**config.mk**
```make
export PLATFORM = sky130hd
export DESIGN_NAME = phy_vctl_bridge
export DESIGN_NICKNAME = d
export VERILOG_FILES = /design/src/rtl/phy_vctl_pkg.sv /design/src/rtl/vctl_timer.sv /design/src/rtl/vctl_seq_fsm.sv /design/src/rtl/vctl_regfile.sv /design/src/rtl/phy_vctl_bridge.sv
export SDC_FILE = /design/constraint.sdc
export NUM_CORES = 1
export LEC_CHECK = 0
export ABC_AREA = 0
export BUFFER_PORTS_ARGS = -buffer_cell sky130_fd_sc_hd__buf_2
export CORE_AREA = 4 4 61 63
export CTS_BUF_LIST = sky130_fd_sc_hd__clkbuf_16
export CTS_CLUSTER_DIAMETER = 50
export CTS_CLUSTER_SIZE = 20
export DETAILED_ROUTE_END_ITERATION = 10
export DIE_AREA = 0 0 65 67
export PLACE_DENSITY = 0.73
export SKIP_LAST_GASP = 1
export SLEW_MARGIN = 15
export SYNTH_ARGS = -nofsm -noshare
export SYNTH_HDL_FRONTEND = slang
export SYNTH_HIERARCHICAL = 1
export SYNTH_SLANG_ARGS = --single-unit
```
**constraint.sdc**
```tcl
create_clock -name clk -period 3.7 [get_ports clk]
set_input_delay 0.74 -clock clk [delete_from_list [all_inputs] [get_ports clk]]
set_output_delay 0.74 -clock clk [all_outputs]
set_load 0.005 [all_outputs]
```
**src/rtl/phy_vctl_pkg.sv**
```systemverilog
package phy_vctl_pkg;

    typedef enum logic [1:0] {
        ST_IDLE   = 2'd0,
        ST_SETUP  = 2'd1,
        ST_STROBE = 2'd2,
        ST_SETTLE = 2'd3
    } vctl_state_e;

    localparam int BIT_BUSY     = 17;
    localparam int BIT_PORT_LO  = 13;
    localparam int BIT_START_N  = 12;
    localparam int BIT_CTRL_LO  = 8;
    localparam int BIT_STAT_LO  = 0;

endpackage

```
**src/rtl/vctl_timer.sv**
```systemverilog
module vctl_timer #(
    parameter int MAX_COUNT = 4
) (
    input  logic clk,
    input  logic rst_n,
    input  logic load,
    input  logic [$clog2(MAX_COUNT+1)-1:0] load_val,
    output logic expired
);
    localparam int CW = $clog2(MAX_COUNT + 1);

    logic [CW-1:0] cnt_q;

    always_ff @(posedge clk or negedge rst_n) begin
        if (!rst_n) begin
            cnt_q <= '0;
        end else if (load) begin
            cnt_q <= load_val;
        end else if (cnt_q != '0) begin
            cnt_q <= cnt_q - 1'b1;
        end
    end

    assign expired = (cnt_q == '0);

endmodule

```
**src/rtl/vctl_seq_fsm.sv**
```systemverilog
module vctl_seq_fsm
    import phy_vctl_pkg::*;
#(
    parameter int STROBE_CYCLES = 2,
    parameter int SAMPLE_DELAY  = 2
) (
    input  logic clk,
    input  logic rst_n,
    input  logic start,
    output logic busy,
    output logic drive,
    output logic load_n,
    output logic capture
);
    localparam int MAXC = (STROBE_CYCLES > SAMPLE_DELAY) ? STROBE_CYCLES : SAMPLE_DELAY;
    localparam int CW   = $clog2(MAXC + 1);
    localparam logic [CW-1:0] STROBE_RELOAD = CW'(STROBE_CYCLES - 1);
    localparam logic [CW-1:0] SETTLE_RELOAD = CW'(SAMPLE_DELAY - 1);

    vctl_state_e state_q, state_d;
    logic        tmr_load;
    logic [CW-1:0] tmr_val;
    logic        tmr_expired;

    vctl_timer #(.MAX_COUNT(MAXC)) u_timer (
        .clk      (clk),
        .rst_n    (rst_n),
        .load     (tmr_load),
        .load_val (tmr_val),
        .expired  (tmr_expired)
    );

    // next-state and timer control
    always_comb begin
        state_d  = state_q;
        tmr_load = 1'b0;
        tmr_val  = '0;
        unique case (state_q)
            ST_IDLE: begin
                if (start) state_d = ST_SETUP;
            end
            ST_SETUP: begin
                state_d  = ST_STROBE;
                tmr_load = 1'b1;
                tmr_val  = STROBE_RELOAD;
            end
            ST_STROBE: begin
                if (tmr_expired) begin
                    state_d  = ST_SETTLE;
                    tmr_load = 1'b1;
                    tmr_val  = SETTLE_RELOAD;
                end
            end
            ST_SETTLE: begin
                if (tmr_expired) state_d = ST_IDLE;
            end
            default: state_d = ST_IDLE;
        endcase
    end

    // state register
    always_ff @(posedge clk or negedge rst_n) begin
        if (!rst_n) state_q <= ST_IDLE;
        else        state_q <= state_d;
    end

    // outputs
    always_comb begin
        busy    = 1'b0;
        drive   = 1'b0;
        load_n  = 1'b1;
        capture = 1'b0;
        unique case (state_q)
            ST_IDLE: ;
            ST_SETUP: begin
                busy  = 1'b1;
                drive = 1'b1;
            end
            ST_STROBE: begin
                busy   = 1'b1;
                drive  = 1'b1;
                load_n = 1'b0;
            end
            ST_SETTLE: begin
                busy    = 1'b1;
                drive   = 1'b1;
                capture = tmr_expired;
            end
            default: ;
        endcase
    end

endmodule

```
**src/rtl/vctl_regfile.sv**
```systemverilog
module vctl_regfile #(
    parameter int PORT_W = 4,
    parameter int CTRL_W = 4,
    parameter int STAT_W = 8
) (
    input  logic              clk,
    input  logic              rst_n,
    input  logic              wr_en,
    input  logic [PORT_W-1:0] wr_port,
    input  logic              wr_start_n,
    input  logic [CTRL_W-1:0] wr_ctrl,
    input  logic              capture,
    input  logic [STAT_W-1:0] status_in,
    output logic [PORT_W-1:0] port_q,
    output logic              start_n_q,
    output logic [CTRL_W-1:0] ctrl_q,
    output logic [STAT_W-1:0] stat_q
);

    always_ff @(posedge clk or negedge rst_n) begin
        if (!rst_n) begin
            port_q    <= '0;
            start_n_q <= 1'b1;
            ctrl_q    <= '0;
        end else if (wr_en) begin
            port_q    <= wr_port;
            start_n_q <= wr_start_n;
            ctrl_q    <= wr_ctrl;
        end
    end

    always_ff @(posedge clk or negedge rst_n) begin
        if (!rst_n)       stat_q <= '0;
        else if (capture) stat_q <= status_in;
    end

endmodule

```
**src/rtl/phy_vctl_bridge.sv**
```systemverilog
module phy_vctl_bridge
    import phy_vctl_pkg::*;
#(
    parameter int STROBE_CYCLES = 2,
    parameter int SAMPLE_DELAY  = 2
) (
    input  logic        clk,
    input  logic        rst_n,
    input  logic        reg_wr,
    input  logic [31:0] reg_wdata,
    output logic [31:0] reg_rdata,
    output logic [3:0]  phy_port_sel,
    output logic [3:0]  phy_ctrl,
    output logic        phy_load_n,
    input  logic [7:0]  phy_status
);
    localparam int PORT_W = 4;
    localparam int CTRL_W = 4;
    localparam int STAT_W = 8;

    logic              busy, drive, load_n, capture;
    logic              wr_accept, start;
    logic [PORT_W-1:0] port_q;
    logic [CTRL_W-1:0] ctrl_q;
    logic [STAT_W-1:0] stat_q;
    logic              start_n_q;

    assign wr_accept = reg_wr && !busy;
    assign start     = wr_accept && !reg_wdata[BIT_START_N];

    vctl_seq_fsm #(
        .STROBE_CYCLES (STROBE_CYCLES),
        .SAMPLE_DELAY  (SAMPLE_DELAY)
    ) u_fsm (
        .clk     (clk),
        .rst_n   (rst_n),
        .start   (start),
        .busy    (busy),
        .drive   (drive),
        .load_n  (load_n),
        .capture (capture)
    );

    vctl_regfile #(
        .PORT_W (PORT_W),
        .CTRL_W (CTRL_W),
        .STAT_W (STAT_W)
    ) u_regs (
        .clk        (clk),
        .rst_n      (rst_n),
        .wr_en      (wr_accept),
        .wr_port    (reg_wdata[BIT_PORT_LO +: PORT_W]),
        .wr_start_n (reg_wdata[BIT_START_N]),
        .wr_ctrl    (reg_wdata[BIT_CTRL_LO +: CTRL_W]),
        .capture    (capture),
        .status_in  (phy_status),
        .port_q     (port_q),
        .start_n_q  (start_n_q),
        .ctrl_q     (ctrl_q),
        .stat_q     (stat_q)
    );

    always_comb begin
        reg_rdata                          = '0;
        reg_rdata[BIT_BUSY]                = busy;
        reg_rdata[BIT_PORT_LO +: PORT_W]   = port_q;
        reg_rdata[BIT_START_N]             = start_n_q;
        reg_rdata[BIT_CTRL_LO +: CTRL_W]   = ctrl_q;
        reg_rdata[BIT_STAT_LO +: STAT_W]   = stat_q;
    end

    assign phy_port_sel = drive ? port_q : '0;
    assign phy_ctrl     = drive ? ctrl_q : '0;
    assign phy_load_n   = load_n;

endmodule

```
==> out/qor.yml <==
drive_above_1_share_pct: 50.4
p_leak_nw: 0.785
htreeDepth: 1
place.gp.congestion: 0.681
drt-initial-drc-count: 10
period_needed_ns: 2.24
required_ns: 3.84
clk_path_buf_depth: 2
r2r_start: "u_fsm/state_q[0]"
ys_seq_area_share_pct: 43.4
cp_common_cell: "inv_1"
area.sequential_um2: 527
wl_per_cell_um: 13.1
cts_buffers: 3
cts_tree: "built"
rsz0062_at_grt: "false"
crit_chain: "inv_1 > ha_1 > inv_1 > nor2b_1 > mux2_4"
antenna_cells: 0
p_comb_share_pct: 50.9
grt_usage_pct: 11.6
wl_um: 2460
cts_root_buffer: "clkbuf_16"
ys.flop_type: "dfrtp_1"
io_pins: 84
finalHoldViolCount: 0
path_clk_slew_ns: 0.06
final_area_um2: 1480
ys_seq_elements: 21
met1_usage_pct: 12.9
irDropWorstVdd_uv: 265
antenna_found_initial: 0
place_area_um2: 1400
p_switching_mw: 0.448
yosysTopAreaCellShare_pct: 41.2
first_global_vias: 803
synth_area_leaders: "dfrtp_1, mux2_4, buf_4, ha_1, and2_1"
final_nets: 191
arrival_ns: 2.38
fin_ws_ns: 1.46
drcViolationCount: 0
grt_util_met3_pct: 2.36
status: "complete, no violations"
critPathLaunchType: "flop"
core_area_um2: 3230
tightest_slew_ns: 1.19
clk_latency_ns: 0.26
cts_resized: 0
endpoint_kind: "flop"
cp_max_fo: 11
clock-sinks: 21
die_area_um2: 4360
finalSetupViolations: 0
yosysTopAreaCell: "dfrtp_1"
fin_tns_setup_ns: 0
crit_path_start: "u_fsm/state_q[0]"
avgSynthCellArea_um2: 12.5
power.internal_mw: 0.903
yosysUniqueCellTypes: 21
clock_power_share_pct: 16.9
slowest_delay_ns: 0.93
synth-edff-count: 0
grtUsageMet2_pct: 20.3
post_cts_buffers: 0
ctsHoldBuffers: 0
post-route-util_pct: 45.8
busiest_layer: "met2"
grt_remaining_overflow: 0
final_antenna_net_count: 0
criticalPathCategory: "reg -> reg"
die_w_um: 65
hold_path_class: "in -> async"
maxSlewViolCount: 0
pwr_density_cell_nw_per_um2: 912
maxCapViolCount: 0
sw_frac_of_total_pct: 33.1
synth_warnings: 6
rr_endpoint: "u_regs/ctrl_q[0]"
post-route-period-util_pct: 60.6
syn_inst: 97
vias: 776
synthArstFlopShare_pct: 100
dr.pass1.iters: 4
slew_headroom_pct: 20.7
multi_input_area_um2: 559
worst_path_max_delay_cell: "nor2b_1"
numPortBuffers: 46
hpwl_um: 1910
pre_cts_ws_ns: 1.48
skew_ns: 0.00548
rows: 21
synth_most_common_cell: "dfrtp_1"
nFillCells: 323
netlist_area_um2: 1210
dieHeight_um: 67
grt_max_degree: 22
power_frac_seq_pct: 32.2
max_freq_ghz: 0.446
power_mw: 1.35
yosys-top-cells-count: "dfrtp_1, mux2_4, buf_4"
r2r_slack_ns: 1.46
start_util_pct: 37.6
area_growth_pct: 22.0
via_per_inst: 4.15
grt_pass1_wl_um: 3780
r2r_cells: 5
[sequential cells by signal, indices dropped and copies added, names as in the netlist]
| signal | count |
|---|---|
| u_regs/stat_q | 8 |
| u_regs/ctrl_q | 4 |
| u_regs/port_q | 4 |
| u_fsm/state_q | 2 |
| u_fsm/u_timer/cnt_q | 2 |
| u_regs/start_n_q | 1 |
[logic make-up after synthesis]
family / Yosys count / synth area share, %
buf+inv: 26 / 14.5
flops: 21 / 43.4
mux: 19 / 23.1
simple gates: 18 / 8.87
fa+ha+maj: 6 / 6.19
compound gates: 4 / 2.58
other cells: 2 / 0.619
xor+xnor: 1 / 0.722
[critical path, delay by kind of cell, from the launching register on]
| kind | cells | cell delay, ns |
|---|---|---|
| adders and majority gates | 1 | 0.18 |
| buffers and inverters | 2 | 0.26 |
| DFF | 1 | 0.40 |
| muxes | 1 | 0.36 |
| and+or+nand+nor | 1 | 0.93 |
[power by group through the flow]
stage	Combinational (mW)	Clock, mW	Sequential (mW)
5_1_grt	0.761	0.242	0.453
6_report	0.687	0.229	0.435
3_5_place_dp	0.685	0	0.438
4_1_cts	0.698	0.233	0.436
3_3_place_gp	0.661	0	0.425
2_1_floorplan	0.482	0	0.433
[cell type report]
| type | instances | area share, % |
|---|---|---|
| clock inverters | 1 | 0.338 |
| flip-flops and latches | 21 | 35.6 |
| well taps | 46 | 3.89 |
| repair buffers | 46 | 15.6 |
| clock buffers | 3 | 5.07 |
| multi-input cells | 63 | 37.8 |
| inverters | 7 | 1.78 |
[placed cells by master, fill, tap and decap left out]
cell       Yosys  routed
a21oi_1        1       1
and2_1        10      10
buf_2          0      46
clkbuf_16      0       3
clkinv_2       0       1
conb_1         2      15
dfrtp_1       20      20
dfstp_2        1       1
ha_1           6       6
inv_1          7       7
mux2_4        18      18
mux2i_1        1       1
nand2_1        1       1
nor2_1         2       2
nor2_2         1       1
nor2b_1        2       2
nor3b_1        1       1
o21ai_0        1       1
o22ai_2        1       1
o31a_1         1       1
or2b_1         1       1
xor2_1         1       1
[through the flow]
stage,hold WS [ns],cells
final,0.427,187
after global routing,0.475,187
after CTS,0.446,187
after detailed placement,0.494,183
after global placement,0.486,183
after floorplan,0.444,110
[worst max-delay path by stage]
| stage | to | slack (ns) | depth (start not counted) |
|---|---|---|---|
| 2_1_floorplan | phy_ctrl[0] | 1.97 | 5 |
| 3_3_place_gp | u_regs/ctrl_q[2] | 1.58 | 3 |
| 3_5_place_dp | u_regs/port_q[3] | 1.48 | 5 |
| 4_1_cts | u_regs/ctrl_q[0] | 1.48 | 5 |
| 5_1_grt | u_regs/ctrl_q[0] | 1.33 | 5 |
| 6_report | u_regs/ctrl_q[0] | 1.46 | 5 |
[per-layer routing]
| layer | wire length, um | share of wire [%] |
|---|---|---|
| met1 | 920 | 37 |
| met2 | 1350 | 55 |
| met3 | 153 | 6.2 |
| met4 | 32 | 1.3 |
| met5 | 0 | 0 |
Power figures use the tool's default switching activity.
